## src/rtl/spi_regport_pkg.sv

```systemverilog
// Package: shared constants and types for the serial register access port.
// Assumes a 16-bit command word with the direction bit at the MSB.
package spi_regport_pkg;

    typedef enum logic {
        DIR_WRITE = 1'b0,
        DIR_READ  = 1'b1
    } xfer_dir_e;

    // Control word layout: bit positions decoded by the neighbouring analog logic
    localparam int CTRL_BITS       = 4;
    localparam int CTRL_SW1_OFF    = 0;
    localparam int CTRL_SW2_OFF    = 1;
    localparam int CTRL_BIPOLAR    = 2;
    localparam int CTRL_SOFTSTART  = 3;
    localparam logic [CTRL_BITS-1:0] CTRL_DEFAULT = 4'b1111;

endpackage

```

## src/rtl/spi_sync_bits.sv

```systemverilog
// Module: multi-stage synchronizer for a group of asynchronous single-bit inputs.
// Assumes each bit is independent; STAGES >= 2. Reset loads RST_VAL.
module spi_sync_bits #(
    parameter int                 WIDTH   = 3,
    parameter int                 STAGES  = 2,
    parameter logic [WIDTH-1:0]   RST_VAL = '0
) (
    input  logic             clk,
    input  logic             rst_n,
    input  logic [WIDTH-1:0] d_async,
    output logic [WIDTH-1:0] q_sync
);
    logic [WIDTH-1:0] chain [STAGES];

    for (genvar s = 0; s < STAGES; s++) begin : g_stage
        // Purpose: one flop stage of the synchronizer chain
        always_ff @(posedge clk) begin
            if (!rst_n)
                chain[s] <= RST_VAL;
            else if (s == 0)
                chain[s] <= d_async;
            else
                chain[s] <= chain[(s == 0) ? 0 : s-1];
        end
    end

    assign q_sync = chain[STAGES-1];
endmodule

```

## src/rtl/spi_frame.sv

```systemverilog
// Module: frame sequencer. Counts serial bits, collects the command and data
// words, loads the read word for transmission and issues one commit pulse on
// a complete write frame. Assumes synchronized inputs and an idle-low serial clock.
module spi_frame #(
    parameter int WORD_W = 16
) (
    input  logic              clk,
    input  logic              rst_n,
    input  logic              sclk_s,
    input  logic              ss_n_s,
    input  logic              mosi_s,
    input  logic [WORD_W-1:0] rd_data,
    output logic [WORD_W-2:0] acc_addr,
    output logic              wr_en,
    output logic [WORD_W-1:0] wr_data,
    output logic              miso_bit
);
    import spi_regport_pkg::*;

    localparam int CNT_W = $clog2(2*WORD_W + 1);
    localparam logic [CNT_W-1:0] CMD_END  = CNT_W'(WORD_W);
    localparam logic [CNT_W-1:0] FRM_LAST = CNT_W'(2*WORD_W - 1);
    localparam logic [CNT_W-1:0] FRM_END  = CNT_W'(2*WORD_W);

    logic              sclk_prev;
    logic              rise, fall, active;
    logic [CNT_W-1:0]  bit_cnt;
    logic [WORD_W-1:0] cmd_sr;
    logic [WORD_W-1:0] data_sr;
    logic [WORD_W-1:0] tx_sr;
    xfer_dir_e         dir;

    assign rise   = sclk_s & ~sclk_prev;
    assign fall   = ~sclk_s & sclk_prev;
    assign active = ~ss_n_s;
    assign dir    = xfer_dir_e'(cmd_sr[WORD_W-1]);

    // Purpose: remember the previous synchronized clock level for edge detection
    always_ff @(posedge clk) begin
        if (!rst_n) sclk_prev <= 1'b0;
        else        sclk_prev <= sclk_s;
    end

    // Purpose: bit counting, word capture, transmit shifting and write commit
    always_ff @(posedge clk) begin
        if (!rst_n || !active) begin
            bit_cnt <= '0;
            cmd_sr  <= '0;
            data_sr <= '0;
            tx_sr   <= '0;
            wr_en   <= 1'b0;
        end else begin
            wr_en <= 1'b0;
            if (rise && bit_cnt < FRM_END) begin
                bit_cnt <= bit_cnt + 1'b1;
                if (bit_cnt < CMD_END)
                    cmd_sr <= {cmd_sr[WORD_W-2:0], mosi_s};
                else
                    data_sr <= {data_sr[WORD_W-2:0], mosi_s};
                if (bit_cnt == FRM_LAST && dir == DIR_WRITE)
                    wr_en <= 1'b1;
            end
            if (fall) begin
                if (bit_cnt == CMD_END)
                    tx_sr <= rd_data;
                else if (bit_cnt > CMD_END)
                    tx_sr <= {tx_sr[WORD_W-2:0], 1'b0};
            end
        end
    end

    assign acc_addr = cmd_sr[WORD_W-2:0];
    assign wr_data  = data_sr;
    assign miso_bit = tx_sr[WORD_W-1];

    AST_IDLE_CLEARS: assert property (@(posedge clk) disable iff (!rst_n)
        !active |=> (bit_cnt == '0));
    AST_TX_QUIET_CMD: assert property (@(posedge clk) disable iff (!rst_n)
        (bit_cnt < CMD_END) |-> (tx_sr == '0));
    AST_COMMIT_ONCE: assert property (@(posedge clk) disable iff (!rst_n)
        wr_en |=> !wr_en);
    AST_COMMIT_FULL: assert property (@(posedge clk) disable iff (!rst_n)
        wr_en |-> (bit_cnt == FRM_END));
endmodule

```

## src/rtl/spi_regbank.sv

```systemverilog
// Module: register bank. Holds setpoints and the control word, maps external
// measurement words read-only, and decodes unmapped accesses to zero.
// Assumes N_SETPT + 1 + N_MEAS <= 2**IDX_W and IDX_W < WORD_W-1.
module spi_regbank #(
    parameter int WORD_W  = 16,
    parameter int IDX_W   = 4,
    parameter int N_SETPT = 3,
    parameter int N_MEAS  = 8
) (
    input  logic                      clk,
    input  logic                      rst_n,
    input  logic [WORD_W-2:0]         acc_addr,
    input  logic                      wr_en,
    input  logic [WORD_W-1:0]         wr_data,
    input  logic [N_MEAS*WORD_W-1:0]  meas_in,
    output logic [WORD_W-1:0]         rd_data,
    output logic [N_SETPT*WORD_W-1:0] setpt_out,
    output logic [spi_regport_pkg::CTRL_BITS-1:0] ctrl_out
);
    import spi_regport_pkg::*;

    localparam int AF_W    = WORD_W - 1;
    localparam int CTRL_IX = N_SETPT;
    localparam int MEAS_LO = N_SETPT + 1;

    logic              addr_ok;
    logic [IDX_W-1:0]  idx;
    logic [WORD_W-1:0] set_q [N_SETPT];
    logic [CTRL_BITS-1:0] ctrl_q;

    assign addr_ok = (acc_addr[AF_W-1:IDX_W] == '0);
    assign idx     = acc_addr[IDX_W-1:0];

    for (genvar g = 0; g < N_SETPT; g++) begin : g_setpt
        // Purpose: setpoint register g, cleared on reset, loaded by a commit
        always_ff @(posedge clk) begin
            if (!rst_n)
                set_q[g] <= '0;
            else if (wr_en && addr_ok && idx == IDX_W'(g))
                set_q[g] <= wr_data;
        end
        assign setpt_out[g*WORD_W +: WORD_W] = set_q[g];

        AST_SETPT_LOAD: assert property (@(posedge clk) disable iff (!rst_n)
            (wr_en && addr_ok && idx == IDX_W'(g)) |=> (set_q[g] == $past(wr_data)));
    end

    // Purpose: control word, reset to its default, low bits loaded by a commit
    always_ff @(posedge clk) begin
        if (!rst_n)
            ctrl_q <= CTRL_DEFAULT;
        else if (wr_en && addr_ok && idx == IDX_W'(CTRL_IX))
            ctrl_q <= wr_data[CTRL_BITS-1:0];
    end
    assign ctrl_out = ctrl_q;

    // Purpose: read multiplexer over stored and mapped words
    always_comb begin
        rd_data = '0;
        if (addr_ok) begin
            for (int k = 0; k < N_SETPT; k++)
                if (idx == IDX_W'(k)) rd_data = set_q[k];
            if (idx == IDX_W'(CTRL_IX))
                rd_data = {{(WORD_W-CTRL_BITS){1'b0}}, ctrl_q};
            for (int k = 0; k < N_MEAS; k++)
                if (idx == IDX_W'(MEAS_LO + k)) rd_data = meas_in[k*WORD_W +: WORD_W];
        end
    end

    AST_CTRL_HOLD: assert property (@(posedge clk) disable iff (!rst_n)
        !wr_en |=> $stable(ctrl_q));
    AST_CTRL_RESET: assert property (@(posedge clk)
        !rst_n |=> (ctrl_q == CTRL_DEFAULT));
endmodule

```

## src/rtl/spi_regport.sv

```systemverilog
// Module: top of the serial register access port. Synchronizes the host lines,
// sequences frames and serves the register bank. Assumes the serial clock
// half-period spans at least five system clocks.
module spi_regport #(
    parameter int WORD_W  = 16,
    parameter int IDX_W   = 4,
    parameter int N_SETPT = 3,
    parameter int N_MEAS  = 8,
    parameter int SYNC_N  = 2
) (
    input  logic                      clk,
    input  logic                      rst_n,
    input  logic                      sclk,
    input  logic                      ss_n,
    input  logic                      mosi,
    output logic                      miso,
    output logic                      miso_oe,
    input  logic [N_MEAS*WORD_W-1:0]  meas_in,
    output logic [N_SETPT*WORD_W-1:0] setpt_out,
    output logic [3:0]                ctrl_out
);
    logic              sclk_s, ss_n_s, mosi_s;
    logic [WORD_W-2:0] acc_addr;
    logic              wr_en;
    logic [WORD_W-1:0] wr_data, rd_data;

    spi_sync_bits #(.WIDTH(3), .STAGES(SYNC_N), .RST_VAL(3'b010)) u_sync (
        .clk     (clk),
        .rst_n   (rst_n),
        .d_async ({sclk, ss_n, mosi}),
        .q_sync  ({sclk_s, ss_n_s, mosi_s})
    );

    spi_frame #(.WORD_W(WORD_W)) u_frame (
        .clk      (clk),
        .rst_n    (rst_n),
        .sclk_s   (sclk_s),
        .ss_n_s   (ss_n_s),
        .mosi_s   (mosi_s),
        .rd_data  (rd_data),
        .acc_addr (acc_addr),
        .wr_en    (wr_en),
        .wr_data  (wr_data),
        .miso_bit (miso)
    );

    spi_regbank #(.WORD_W(WORD_W), .IDX_W(IDX_W), .N_SETPT(N_SETPT), .N_MEAS(N_MEAS)) u_bank (
        .clk       (clk),
        .rst_n     (rst_n),
        .acc_addr  (acc_addr),
        .wr_en     (wr_en),
        .wr_data   (wr_data),
        .meas_in   (meas_in),
        .rd_data   (rd_data),
        .setpt_out (setpt_out),
        .ctrl_out  (ctrl_out)
    );

    // Pad enable follows the raw select so the line is released without delay
    assign miso_oe = ~ss_n;
endmodule

```

## config.mk

```make
export PLATFORM = sky130hd
export DESIGN_NAME = spi_regport
export DESIGN_NICKNAME = d
export VERILOG_FILES = /design/src/rtl/spi_regport_pkg.sv /design/src/rtl/spi_sync_bits.sv /design/src/rtl/spi_frame.sv /design/src/rtl/spi_regbank.sv /design/src/rtl/spi_regport.sv
export SDC_FILE = /design/constraint.sdc
export NUM_CORES = 1
export LEC_CHECK = 0
export BUFFER_PORTS_ARGS = -buffer_cell sky130_fd_sc_hd__buf_4
export CORE_MARGIN = 2
export CORE_UTILIZATION = 52
export DETAILED_ROUTE_END_ITERATION = 6
export PLACE_DENSITY = 0.8
export SLEW_MARGIN = 20
export SYNTH_ARGS = -nofsm -noshare
export SYNTH_HDL_FRONTEND = slang
export SYNTH_SLANG_ARGS = --single-unit
```

## constraint.sdc

```tcl
create_clock -name clk -period 3.8 [get_ports clk]
set_input_delay 0.19 -clock clk [delete_from_list [all_inputs] [get_ports clk]]
set_output_delay 0.19 -clock clk [all_outputs]
set_load 0.03 [all_outputs]
```

== After elaboration in Yosys (flattened, before gate mapping) ==
Memory sizes are Yosys's and may differ from the RTL's.
Cells that the tools add are included.
W data, S select, Z words.

* $add $sub $neg: 1
* Multipliers: 0
* Divide/modulo/power cells: 0
* $lt $le $gt $ge: 3
* Equal/unequal tests: 13
* Shift operators: 0
* Muxes and demuxes: 32
* Bitwise operators: 13
* Reductions and logical operators: 16

{| class="wikitable"
|+ Operator list
! cell !! number
|-
| $mux W16 || 18
|-
| $eq A4 B3 Y1 const B || 4
|-
| $eq A4 B4 Y1 const B || 4
|-
| $eq A6 B5 Y1 const B || 2
|-
| $mux W1 || 12
|-
| $logic_not A11 Y1 || 1
|-
| $eq A4 B2 Y1 const B || 2
|-
| $logic_and A1 B1 Y1 || 7
|-
| $add A6 B1 Y6 const B || 1
|-
| $gt A6 B5 Y1 const B || 1
|-
| $lt A6 B5 Y1 const B || 1
|-
| $lt A6 B6 Y1 const B || 1
|-
| $mux W3 || 2
|-
| $not A1 Y1 || 6
|-
| $reduce_and A2 Y1 || 3
|-
| $or A1 B1 Y1 || 5
|-
| $eq A4 B1 Y1 const B || 1
|-
| $logic_not A4 Y1 || 1
|-
| $and A1 B1 Y1 || 2
|-
| $reduce_bool A2 Y1 || 1
|-
| $reduce_or A2 Y1 || 1
|-
| $logic_not A1 Y1 || 1
|-
| $logic_or A1 B1 Y1 || 1
|}

* Bits in registers: 60
* Latch bits: 0
* RAM bits: 54
* ROM bits: 0
* Bits of input ports: 133
* Output and inout bits: 54
* Logic and storage cells: 87
* Memories: 2

{| class="wikitable"
|+ Memory list
! name !! depth !! width !! rd ports !! clocked after memory_dff !! wr ports !! line !! text
|-
| u_bank.set_q || 3 || 16 || 3 || 0 || 3 || spi_regbank.sv:28 || <nowiki>logic [WORD_W-1:0] set_q [N_SETPT];</nowiki>
|-
| u_sync.chain || 2 || 3 || 2 || 0 || 2 || spi_sync_bits.sv:13 || <nowiki>logic [WIDTH-1:0] chain [STAGES];</nowiki>
|}

== Depth between registers and ports, before layout ==
* Depth in word-level cells: 15
* Gate-level depth with buffers: 8
* Mapped depth without buffers: 6

== Hierarchy ==
A second synthesis with hierarchy kept.

* Cells, all modules: 737
* Area total of the unflattened synthesis: 6382.4 sq um

{| class="wikitable"
|+ Modules (own cells, without submodules)
! module !! instances !! cells each !! area each (sq um) !! sequential area each (sq um)
|-
| spi_regbank || 1 || 438 || 3957.5 || 1521.5
|-
| spi_frame || 1 || 286 || 2263.4 || 1121.1
|-
| spi_sync_bits || 1 || 12 || 157.7 || 120.1
|-
| spi_regport || 1 || 1 || 3.8 || 0.0
|}

== Worst setup path after synthesis ==
No wires, ideal clock.

* Path type: reg-to-reg
* Start: reg u_frame.cmd_sr[8]
* End: mem u_bank.set_q[0][0] (enable)
* Library setup time: 0.411 ns
* Arrival: 2.426 ns
* Data required time: 3.389 ns
* Path slack: 0.962 ns
* Cell stages (with the launch flop): 5
* Path buffers: 0
* Clock period less this slack: 2.838 ns
* Path through: dfxtp_1 or4_4 nor3_1 nand2_1 o21ai_0

{| class="wikitable"
|+ RTL lines
! element !! line !! text
|-
| from (decl) || spi_frame.sv:28 || <nowiki>logic [WORD_W-1:0] cmd_sr;</nowiki>
|-
| from (signal assigned) || spi_frame.sv:57 || <nowiki>cmd_sr <= {cmd_sr[WORD_W-2:0], mosi_s};</nowiki>
|-
| to (decl) || spi_regbank.sv:28 ||
|}

==> results_dict.tcl <==
set metrics [dict create \
    synth_compound_area_frac 0.2516 \
    p_leak_nw 3.327 \
    syn_inst 710 \
    wl_per_cell_um 19.91 \
    synth_warnings 0 \
    synth_area_leaders "edfxtp_1 (23%), dfxtp_1 (21%), and2_1 (5.4%)" \
    portBuffers 186 \
    power.total_mw 3.204 \
    tns_ns 0 \
    cts_made_buffers 17 \
    die_y_um 114.2 \
    drive_above_1_share 0.2930 \
    dpl.cell_count 996 \
    clock_skew_ns 0.007255 \
    synthSimpleGateAreaFrac 0.2322 \
    die_w_um 114.2 \
    finalCritPeriodShare 0.6927 \
    layout_min_cycle_time_ns 2.632 \
    nets 1006 \
    gp_congestion 0.9564 \
    dp_hpwl_um 14590 \
    dieArea_um2 13040 \
    crit_family "simple AND/OR/NAND/NOR gates" \
    seq_area_frac_synth 0.4375 \
    yosysUniqueCellTypes 58 \
    async_reset_ff_frac 0 \
    slowest_delay_ns 0.62 \
    worst_pin_slew_ns 0.8924 \
    syn_area_per_cell_um2 8.894 \
    synth_top_area_share 0.2283 \
    fmax_mhz 379.9 \
    synth_top_cell_by_area "edfxtp_1" \
    core_um2 11910 \
    route.detailed.drc 0 \
    ir_drop_v 0.0002962 \
    finalHoldViolCount 0 \
    crit_chain "or4_4 > nor3_1 > nand2_1 > o21ai_1 > buf_4" \
    status "complete, no violations" \
    reg2reg_slack_ns 1.17 \
    holdPathStages 2 \
    worst_hold_path_type "input pin to register" \
    worst_path_max_delay_cell "o21ai_1" \
    worstRegToRegCells 5 \
    worst-path-max-fanout 9 \
    first_iter_violations 662 \
    root_buffer "clkbuf_16" \
    required_ns 3.92 \
    cp-end-kind "register" \
    start_kind "register" \
    synth_top_family_by_area "compound AO/OA/AOI/OAI gates" \
    rsz0062_at_grt "no" \
    synth_xor_xnor_area_share 0.005548 \
    path_buf_inv 1 \
    cts_htree_levels 4 \
    setup_violations 0 \
    vias 6260 \
    cts_sinks 114 \
    ant_nets 0 \
    ys.flop_type "dfxtp_1" \
    cts_resized 0 \
    drv_slew 0 \
    rows 40 \
    grt.total_usage 0.3108 \
    dr.pass1.iters 7 \
    clk_latency_ns 0.41 \
    synth-edff-count 48 \
    final-instance-count-excl-fill 1031 \
    synth_fa_ha_area_frac 0.003963 \
    antennaDiodeCount 0 \
    cts_tree "yes" \
    synth_seq_cells 114 \
    post_cts_buffers 0 \
    synth_nets 845 \
    synthesis.area_um2 6315 \
    worstPathArrival_ns 2.75 \
    path_depth 5 \
    areaGrowthSynthToFinish_pct 32.93 \
    grt_first_pass_wirelength_um 31130 \
    drv_cap 0 \
    grt_max_degree 58 \
    cellPowerDensity_nw_per_um2 381.7 \
    clk_path_buf_depth 2 \
    pin_count 187 \
    grt_pass1_vias 5924 \
    synth_mux_area_frac 0.02457 \
    crit_type "register to register" \
    viasPerCell 6.072 \
    drt-total-wl_um 20530 \
    start_util 0.5301 \
    grt-ovfl-total 0 \
    antenna_found_initial 0 \
    max_slew_margin 0.4028 \
    clk_pin_slew_ns 0.05 \
]
## worst register-to-register path, stage by stage, from the launching register on
cell and delay (ns):
dfxtp_1 0.32, or4_4 0.54, nor3_1 0.39, nand2_1 0.16, o21ai_1 0.62, buf_4 0.31
## cells in the final DEF, fill, tap and decap left out, types with 13 or more instances in the layout
cell type,count
o21a_1,34
nand3_1,14
o21ai_0,29
a2bb2oi_1,26
nand2_1,84
a21o_1,13
a21oi_1,52
clkbuf_16,19
dfxtp_1,64
nand2b_1,40
edfxtp_1,48
nor2_1,49
and2_1,55
buf_4,199
## per-stage QoR
| stage | utilization | hold WS, ns | area, µm² | setup slack (ns) |
|---|---|---|---|---|
| floorplan | - | 0.2630 | 6315 | 0.9624 |
| global placement | 0.6496 | 0.3882 | 7737 | 1.282 |
| detailed placement | 0.6496 | 0.3891 | 7737 | 1.165 |
| CTS | 0.7041 | 0.04434 | 8387 | 1.161 |
| global route | 0.7047 | 0.05228 | 8394 | 1.006 |
| finish | 0.7047 | 0.05836 | 8394 | 1.168 |
## cell usage after synthesis, drive strengths merged, types with 2 or more instances
library cell,count
a21o,13
a21oi,52
a221oi,3
a222oi,3
a22oi,2
a2bb2oi,26
a31o,10
a31oi,11
a32oi,10
and2,55
and3,3
and3b,2
and4,3
buf,15
clkbuf,45
dfxtp,66
edfxtp,48
ha,2
inv,4
mux2,2
mux2i,11
nand2,84
nand2b,41
nand3,14
nor2,53
nor2b,8
nor3,4
nor4bb,2
o211a,2
o21a,34
o21ai,33
o221ai,11
o22ai,11
o311a,3
or2,2
or3,3
or4,3
xnor2,2
xor2,2
## final timing paths
path / start / endpoint
worst max-delay path: u_frame.cmd_sr[8]$_SDFFE_PP0P_ / u_bank.set_q[1][4]$_SDFFCE_PN0P_
worst min-delay path: rst_n / u_sync.chain[0][1]$_SDFF_PN1_
worst max register to register: u_frame.cmd_sr[8]$_SDFFE_PP0P_ / u_bank.set_q[1][4]$_SDFFCE_PN0P_
worst min register to register: u_frame.cmd_sr[15]$_SDFFE_PP0P_ / u_frame.wr_en$_SDFF_PP0_
## routing by layer
metal	GRT usage	share of wire	up-vias
met5	0	0	-
met4	0.1691	0.043	0
met3	0.06829	0.087	62
met2	0.5127	0.48	346
met1	0.3799	0.39	2956
li1	-	-	2896
## what timing repair did
item / 4_1_cts / 5_1_grt
hold endpoints to repair: 3 / 0
hold buffers: 3 / 0
setup endpoints to repair: 0 / 0
## cells by family after synthesis
family | count (synthesis)
compound gates | 229
flops | 114
mux | 14
buf+inv | 64
xor+xnor | 4
simple gates | 283
fa+ha+maj | 2
## report_power, final
group / total, mW / switching (mW) / internal [mW]
sequential: 1.31 / 0.0141 / 1.30
clock: 1.64 / 0.590 / 1.05
combinational: 0.255 / 0.117 / 0.137
total: 3.20 / 0.721 / 2.48
## area by class of cell
class	count	area, µm²
repair buffers	202	1524
well taps	147	183.9
clock inverters	13	143.9
clock buffers	19	475.5
inverters	4	15.01
flip-flops and latches	114	2765
fillers	946	3517
multi-input cells	532	3287
## state kept, by name, indices dropped and copies added, names as in the netlist
register	cells
u_frame.bit_cnt	6
u_bank.set_q	48
u_frame.wr_en	1
u_frame.cmd_sr	16
u_sync.chain	6
u_frame.sclk_prev	1
u_frame.tx_sr	16
u_bank.ctrl_out	4
u_frame.wr_data	16
No activity file was read; power rests on OpenSTA's default activity.
